--- src/rtl/dptr_pkg.sv ---
package dptr_pkg;

   // Position of the fields inside the control register.
   localparam int CTL_SEL_BIT  = 0;
   localparam int CTL_ZERO_BIT = 2;
   localparam int CTL_FLAG_BIT = 3;

   typedef enum logic [1:0] {
      HIT_NONE = 2'd0,
      HIT_LO   = 2'd1,
      HIT_HI   = 2'd2,
      HIT_CTL  = 2'd3
   } sfr_hit_e;

endpackage

--- src/rtl/dptr_decode.sv ---
module dptr_decode
   import dptr_pkg::*;
#(
   parameter int          ADDR_W   = 8,
   parameter logic [7:0]  LO_ADDR  = 8'h82,
   parameter logic [7:0]  HI_ADDR  = 8'h83,
   parameter logic [7:0]  CTL_ADDR = 8'hA2
) (
   input  logic [ADDR_W-1:0] addr_i,
   output sfr_hit_e          hit_o
);

   if (ADDR_W < 8) begin : g_width_chk
      initial $fatal(1, "dptr_decode: ADDR_W must be at least 8");
   end
   if (LO_ADDR == HI_ADDR || LO_ADDR == CTL_ADDR || HI_ADDR == CTL_ADDR) begin : g_addr_chk
      initial $fatal(1, "dptr_decode: register addresses must differ");
   end

   localparam logic [ADDR_W-1:0] LO_A  = ADDR_W'(LO_ADDR);
   localparam logic [ADDR_W-1:0] HI_A  = ADDR_W'(HI_ADDR);
   localparam logic [ADDR_W-1:0] CTL_A = ADDR_W'(CTL_ADDR);

   always_comb begin
      if (addr_i == LO_A)       hit_o = HIT_LO;
      else if (addr_i == HI_A)  hit_o = HIT_HI;
      else if (addr_i == CTL_A) hit_o = HIT_CTL;
      else                      hit_o = HIT_NONE;
   end

endmodule

--- src/rtl/dptr_ctrl.sv ---
module dptr_ctrl
   import dptr_pkg::*;
#(
   parameter int DATA_W = 8
) (
   input  logic              clk,
   input  logic              rst_n,
   input  logic              wr_i,
   input  logic [DATA_W-1:0] wdata_i,
   output logic              sel_o,
   output logic [DATA_W-1:0] rd_o
);

   if (DATA_W <= CTL_FLAG_BIT) begin : g_width_chk
      initial $fatal(1, "dptr_ctrl: DATA_W too narrow for control fields");
   end

   logic sel_q;
   logic flag_q;

   always_ff @(posedge clk or negedge rst_n) begin
      if (!rst_n) begin
         sel_q  <= 1'b0;
         flag_q <= 1'b0;
      end else if (wr_i) begin
         sel_q  <= wdata_i[CTL_SEL_BIT];
         flag_q <= wdata_i[CTL_FLAG_BIT];
      end
   end

   always_comb begin
      rd_o               = '0;
      rd_o[CTL_SEL_BIT]  = sel_q;
      rd_o[CTL_FLAG_BIT] = flag_q;
   end

   assign sel_o = sel_q;


   sel_write_chk: assert property (@(posedge clk) disable iff (!rst_n)
      wr_i |=> sel_q == $past(wdata_i[CTL_SEL_BIT]));


   flag_hold_chk: assert property (@(posedge clk) disable iff (!rst_n)
      !wr_i |=> $stable(flag_q) && $stable(sel_q));

endmodule

--- src/rtl/dptr_ptr.sv ---
module dptr_ptr #(
   parameter int DATA_W = 8,
   parameter int PTR_W  = 16
) (
   input  logic              clk,
   input  logic              rst_n,
   input  logic              sel_me_i,
   input  logic              wr_lo_i,
   input  logic              wr_hi_i,
   input  logic              inc_i,
   input  logic [DATA_W-1:0] wdata_i,
   output logic [PTR_W-1:0]  val_o
);

   if (PTR_W != 2 * DATA_W) begin : g_width_chk
      initial $fatal(1, "dptr_ptr: PTR_W must be twice DATA_W");
   end

   logic [PTR_W-1:0] val_q;
   logic             do_lo, do_hi, do_inc;

   assign do_lo  = sel_me_i && wr_lo_i;
   assign do_hi  = sel_me_i && wr_hi_i;
   assign do_inc = sel_me_i && inc_i && !wr_lo_i && !wr_hi_i;

   always_ff @(posedge clk or negedge rst_n) begin
      if (!rst_n)      val_q <= '0;
      else if (do_lo)  val_q <= {val_q[PTR_W-1:DATA_W], wdata_i};
      else if (do_hi)  val_q <= {wdata_i, val_q[DATA_W-1:0]};
      else if (do_inc) val_q <= val_q + 1'b1;
   end

   assign val_o = val_q;


   inc_step_chk: assert property (@(posedge clk) disable iff (!rst_n)
      (sel_me_i && inc_i && !wr_lo_i && !wr_hi_i) |=> val_q == $past(val_q) + 1'b1);


   unsel_hold_chk: assert property (@(posedge clk) disable iff (!rst_n)
      !sel_me_i |=> $stable(val_q));


   lo_wins_chk: assert property (@(posedge clk) disable iff (!rst_n)
      (sel_me_i && wr_lo_i) |=> val_q == {$past(val_q[PTR_W-1:DATA_W]), $past(wdata_i)});

endmodule

--- src/rtl/dual_dptr_bank.sv ---
module dual_dptr_bank
   import dptr_pkg::*;
#(
   parameter int          ADDR_W   = 8,
   parameter int          DATA_W   = 8,
   parameter logic [7:0]  LO_ADDR  = 8'h82,
   parameter logic [7:0]  HI_ADDR  = 8'h83,
   parameter logic [7:0]  CTL_ADDR = 8'hA2
) (
   input  logic                clk,
   input  logic                rst_n,
   input  logic [ADDR_W-1:0]   sfr_addr,
   input  logic                sfr_we,
   input  logic [DATA_W-1:0]   sfr_wdata,
   output logic [DATA_W-1:0]   sfr_rdata,
   input  logic                ptr_inc,
   output logic [2*DATA_W-1:0] ext_addr
);

   localparam int PTR_W   = 2 * DATA_W;
   localparam int NUM_PTR = 2;

   sfr_hit_e          hit;
   logic              sel;
   logic [DATA_W-1:0] ctl_rd;
   logic [PTR_W-1:0]  ptr_val [NUM_PTR];
   logic [PTR_W-1:0]  cur_ptr;
   logic              wr_lo, wr_hi, wr_ctl;

   dptr_decode #(
      .ADDR_W   (ADDR_W),
      .LO_ADDR  (LO_ADDR),
      .HI_ADDR  (HI_ADDR),
      .CTL_ADDR (CTL_ADDR)
   ) u_decode (
      .addr_i (sfr_addr),
      .hit_o  (hit)
   );

   assign wr_lo  = sfr_we && (hit == HIT_LO);
   assign wr_hi  = sfr_we && (hit == HIT_HI);
   assign wr_ctl = sfr_we && (hit == HIT_CTL);

   dptr_ctrl #(
      .DATA_W (DATA_W)
   ) u_ctrl (
      .clk     (clk),
      .rst_n   (rst_n),
      .wr_i    (wr_ctl),
      .wdata_i (sfr_wdata),
      .sel_o   (sel),
      .rd_o    (ctl_rd)
   );

   for (genvar gi = 0; gi < NUM_PTR; gi++) begin : g_ptr
      dptr_ptr #(
         .DATA_W (DATA_W),
         .PTR_W  (PTR_W)
      ) u_ptr (
         .clk      (clk),
         .rst_n    (rst_n),
         .sel_me_i (sel == gi[0]),
         .wr_lo_i  (wr_lo),
         .wr_hi_i  (wr_hi),
         .inc_i    (ptr_inc),
         .wdata_i  (sfr_wdata),
         .val_o    (ptr_val[gi])
      );
   end

   assign cur_ptr  = sel ? ptr_val[1] : ptr_val[0];
   assign ext_addr = cur_ptr;

   always_comb begin
      unique case (hit)
         HIT_LO:  sfr_rdata = cur_ptr[DATA_W-1:0];
         HIT_HI:  sfr_rdata = cur_ptr[PTR_W-1:DATA_W];
         HIT_CTL: sfr_rdata = ctl_rd;
         default: sfr_rdata = '0;
      endcase
   end


   ctl_zero_chk: assert property (@(posedge clk) disable iff (!rst_n)
      (hit == HIT_CTL) |-> (sfr_rdata[CTL_ZERO_BIT] == 1'b0 && sfr_rdata[DATA_W-1:CTL_FLAG_BIT+1] == '0
                            && sfr_rdata[1] == 1'b0));


   other_read_chk: assert property (@(posedge clk) disable iff (!rst_n)
      (hit == HIT_NONE) |-> sfr_rdata == '0);


   ctl_inc_chk: assert property (@(posedge clk) disable iff (!rst_n)
      (wr_ctl && ptr_inc && !sel) |=> ptr_val[0] == $past(ptr_val[0]) + 1'b1);


   hi_write_chk: assert property (@(posedge clk) disable iff (!rst_n)
      wr_hi |=> ext_addr[PTR_W-1:DATA_W] == $past(sfr_wdata));

endmodule

--- config.mk ---
export PLATFORM = sky130hd
export DESIGN_NAME = dual_dptr_bank
export DESIGN_NICKNAME = d
export VERILOG_FILES = /design/src/rtl/dptr_pkg.sv /design/src/rtl/dptr_decode.sv /design/src/rtl/dptr_ctrl.sv /design/src/rtl/dptr_ptr.sv /design/src/rtl/dual_dptr_bank.sv
export SDC_FILE = /design/constraint.sdc
export NUM_CORES = 1
export LEC_CHECK = 0
export ABC_CLOCK_PERIOD_IN_PS = 1600
export BUFFER_PORTS_ARGS = -buffer_cell sky130_fd_sc_hd__buf_2
export CORE_ASPECT_RATIO = 1.5
export CORE_UTILIZATION = 41
export CTS_BUF_LIST = sky130_fd_sc_hd__clkbuf_16
export DETAILED_ROUTE_END_ITERATION = 12
export PLACE_DENSITY = 0.75
export RECOVER_POWER = 50
export SETUP_SLACK_MARGIN = 0.02
export SLEW_MARGIN = 40
export SYNTH_ARGS = -nofsm -noshare
export SYNTH_HDL_FRONTEND = slang
export SYNTH_SLANG_ARGS = --single-unit
--- constraint.sdc ---
create_clock -name clk -period 1.6 [get_ports clk]
set_input_delay 0.24 -clock clk [delete_from_list [all_inputs] [get_ports clk]]
set_output_delay 0.24 -clock clk [all_outputs]
set_load 0.01 [all_outputs]
# Word-level counts from Yosys, hierarchy flattened
# Cells that the tools add are included.
[totals]
ramBits = 0
n_memories = 0
word_cells = 53
reg_bits = 34
latchBits = 0
mem_bits_ro = 0
output_inout_bits = 24
inputBits = 20
[op_classes]
n_lt_le_gt_ge = 0
n_mul = 0
bitwise = 3
n_div = 0
shifts = 0
n_addsub = 2
n_eq_ne = 8
n_reduce_logical = 23
n_mux = 11
[op_table]
columns = ["cell", "count"]
rows = [
  ["$mux 16", 5],
  ["$add 16x1->16 const B", 2],
  ["$eq 8x8->1 const B", 3],
  ["$pmux 8 s3", 1],
  ["$mux 8", 2],
  ["$logic_and 1x1->1", 13],
  ["$reduce_and 2->1", 4],
  ["$reduce_bool 2->1", 4],
  ["$mux 2", 3],
  ["$eq 2x2->1 const B", 2],
  ["$ne 2x1->1 const B", 2],
  ["$not 1->1", 3],
  ["$eq 2x1->1 const B", 1],
  ["$logic_not 1->1", 2],
]

# Logic depth before layout (Yosys ltp)
[depth]
depth_word = 12
mapped_depth = 7
depth_no_buf = 6

# Hierarchy
# Synthesis repeated with hierarchy kept, for this count alone.
[unflattened]
hier_cells = 323
hier_area_um2 = 2723.9
[by_module_without_submodules]
columns = ["mod", "area_per_inst_um2", "cells_each", "seq_area_each_um2", "n_inst"]
rows = [
  ["dptr_ptr", 1051.0, 123, 400.4, 2],
  ["dual_dptr_bank", 446.7, 60, 0.0, 1],
  ["dptr_ctrl", 136.4, 13, 50.0, 1],
  ["dptr_decode", 38.8, 4, 0.0, 1],
]

# Worst setup path before layout
# Ideal clock, no wire load.
[synth_path]
path_kind = "register to output"
start = "register u_ctrl.sel_q (netlist: u_ctrl.sel_o)"
end = "output sfr_rdata[0]"
arrival_time_ps = 1557
path_stages_with_launch = 7
slack_ps = -197
path_buffers = 4
t_required_ps = 1360
path_cell_list = "dfrtp_1 > buf_2 > buf_2 > clkbuf_8 > clkbuf_1 > a21oi_1 > nor2_1"
[synth_between]
elab_chain_cells = 2
[synth_rtl]
columns = ["element", "line_no", "text"]
rows = [
  ["start: declaration", "dptr_ctrl.sv:18", "logic sel_q;"],
  ["start signal: assignment", "dptr_ctrl.sv:26", "sel_q <= wdata_i[CTL_SEL_BIT];"],
  ["$mux 16", "dual_dptr_bank.sv:71", "assign cur_ptr = sel ? ptr_val[1] : ptr_val[0];"],
  ["$pmux 8 s3 *", "dual_dptr_bank.sv:75", "unique case (hit)"],
  ["end: declaration", "dual_dptr_bank.sv:15", "output logic [DATA_W-1:0] sfr_rdata,"],
]
# Mark *: on every way between the ends. The rest lies on a longest branch, timed or not.

# Final worst setup path
[layout_path]
start = "register u_ctrl.sel_q (netlist: u_ctrl.sel_o)"
end = "output sfr_rdata[3]"
[layout_between]
elab_chain_cells = 2
[layout_rtl]
columns = ["element", "line_no"]
rows = [
  ["$mux 16", "dual_dptr_bank.sv:71"],
  ["$pmux 8 s3", "dual_dptr_bank.sv:75"],
]
# Every way passes these cells.

==> flow_summary.toml <==
[route]
drtPass1Iterations = 5
wl_met1_mm = 3.462
dr_wl_met2_mm = 5.435
wirelength_mm = 10.15
wl_met3_um = 688
routedWlPerCell_um = 20.22
drc = 0
highest_layer = "met4"
viasPerCell = 6.325
dr.first_iter.drc_count = 373
via_count = 3175
drtAntennaViolNets = 0

[global_routing]
grt_pass1_vias = 2950
antenna_found_initial = 0
grt_pass1_wl_mm = 14.57
grt_max_degree = 22
gr-total-overflow = 0
grt_use_total_pct = 29.21

[worst_setup_path]
ff2ff_path_depth = 10
crit_path_end_kind = "output port"
crit_chain = "buf_4 -> mux2_2 -> mux2i_2 -> a2bb2oi_1 -> nor2_1 -> buf_2"
cpPeakStageDelay_ns = 0.38
crit_path_start_kind = "flip-flop"
crit_type = "reg -> out"
slowest_stage = "dfrtp_2"
arrival_ns = 1.78
cp.required_ns = 1.36
crit_path_max_fanout = 5

[die]
start_util_pct = 42.27
dieArea_um2 = 6649
io_pins = 44
core_um2 = 6131
rows = 35
fp.dieH_um = 99.37
die_w_um = 66.91

[clock_network]
cts_root_buffer = "clkbuf_16"
cts_buffers = 5
clock_sinks = 34
clk_pin_slew_ns = 0.05
ctsLongestPathBuffers = 2
cts_tree = "done"
h-tree-depth = 2
clk_latency_ns = 0.28

[min_path]
hold_path_depth = 3
hp-class = "in -> reg"

[sta]
finalSetupViolations = 31
period_share_pct = 126.4
rsz0062_at_grt = "true"
timing.fmax_mhz = 494.5
min_period_ns = 2.022
hold_viol_final = 0
slew_viol_final = 0
max-slew-margin-rel_pct = 34.96
worst_slew_pin_slew_ns = 0.9756
layout_setup_ws_ns = -0.4221
clock_skew_ns = 0.004507

[run_status]
violations = "negative setup slack"
status = "finished, violations left"

[cells_and_area]
post-route-util_pct = 70.45
area_growth_syn_to_layout_pct = 66.68
nNetsFinal = 449
antenna_cells = 0
drive_above_1_share_pct = 54.21
final_cell_area_um2 = 4319

[flow_run]
maxCapViolations = 0

[yosys]
synth_cells = 299
ys_async_sr_fraction_pct = 100.0
synth_flop_cell = "dfrtp_1"
synthesis.area_um2 = 2591
yosys_warnings = 0
ys_seq_elements = 34
synth_nets = 321
synth-edff-count = 0
synth-seq-area-share_pct = 32.83
yosysUniqueCellTypes = 58
synthTopCellsByArea = "dfrtp_1 (33%), mux2_2 (7.0%), nand2_1 (4.9%)"
avgSynthCellArea_um2 = 8.666
netlist_top_cells_count = "dfrtp_1 (34), nand2_1 (34), a21oi_1 (24)"
netlist.area_leader.share_pct = 32.83
yosys.area.top_type = "dfrtp_1"

[place]
numPortBuffers = 43
gp_congestion = 0.9984
placed_area_um2 = 3508
pre_cts_ws_ns = -0.3748
hpwlAfterDp_mm = 6.623

[pwr]
vdd_drop_max_mv = 0.5651
power.leakage_nw = 1.917
powerDensity_nw_per_um2 = 827.6
[routing by layer]
layer / global-route usage, % / vias to the layer above
met5: 0 / -
li1: - / 1393
met2: 50.74 / 189
met3: 4.702 / 65
met4: 13.42 / 0
met1: 34.13 / 1528
[worst paths after layout]
kind / startpoint / slack [ns] / endpoint
setup reg to reg: u_ctrl.sel_o / -0.13 / g_ptr[1].u_ptr.val_o[12]
max in group asynchronous: rst_n / 0.01 / g_ptr[1].u_ptr.val_o[0]
hold reg to reg: u_ctrl.flag_q / 0.53 / u_ctrl.flag_q
min in group asynchronous: rst_n / 0.65 / g_ptr[1].u_ptr.val_o[9]
setup / recovery: u_ctrl.sel_o / -0.42 / sfr_rdata[3]
hold / removal: sfr_wdata[7] / 0.28 / g_ptr[1].u_ptr.val_o[15]
[cells in the final DEF, fill, tap and decap left out, types with 8 or more instances in the layout]
cell	count
o21ai_2	9
buf_2	23
o21ai_0	12
nand3_1	11
o21ai_1	17
buf_4	64
a21oi_1	18
nand2_1	29
mux2_4	11
dfrtp_1	31
inv_1	8
buf_6	40
nand4_1	8
[layout make-up]
class	instances	area, µm²
sequential	34	854.6
tap	74	92.59
inverter	6	22.52
timing repair buffer	137	1197
fill	407	1812
multi-input combinational	243	1989
clock inverter	3	37.54
clock buffer	5	125.1
[power by group]
group	switching [mW]	total (mW)	internal (mW)
Combinational	0.633	1.42	0.783
Clock	0.365	1.09	0.723
Sequential	0.102	1.07	0.969
Total	1.10	3.57	2.48
[kinds of logic after synthesis]
kind of cell	Yosys count	share of synthesized area, %
adder cells (fa/ha/maj)	2	0.9656
AND/OR/NAND/NOR	107	24.14
buffers and inverters	23	4.635
AO/OA/AOI/OAI	112	28.73
XOR/XNOR	4	1.352
flip-flops	34	32.83
multiplexers	17	7.339
[registers in the layout (all words and copies together), names as in the netlist]
signal             count
g_ptr.u_ptr.val_o     32
u_ctrl.flag_q          1
u_ctrl.sel_o           1
[worst max-delay path, delay by kind of cell, from the launching register on]
| kind | cells | cell delay, ns |
|---|---|---|
| muxes | 2 | 0.58 |
| DFF | 1 | 0.38 |
| buffers and inverters | 2 | 0.30 |
| AOI/OAI and AO/OA | 1 | 0.18 |
| and+or+nand+nor | 1 | 0.07 |
[through the flow]
stage / cells / power (mW) / TNS (ns) / hold slack, ns
CTS: 495 / 3.339 / -5.741 / 0.2496
global route: 502 / 3.727 / -10.56 / 0.2954
floorplan: 299 / 1.518 / -1.861 / -0.05559
detailed placement: 478 / 2.075 / -9.721 / 0.1958
global placement: 478 / 2.055 / -8.357 / 0.1962
finish: 502 / 3.575 / -5.997 / 0.2846
[repair_timing]
action | CTS | global route
pin swaps | 13 | 22
gates cloned | 1 | 0
endpoints found under the setup margin | 44 | 49
gates resized for setup | 50 | 73
hold endpoints to repair | 15 | 0
hold buffers | 1 | 0
buffers inserted | 7 | 12
Note: power is estimated with default switching activity, not from simulation.
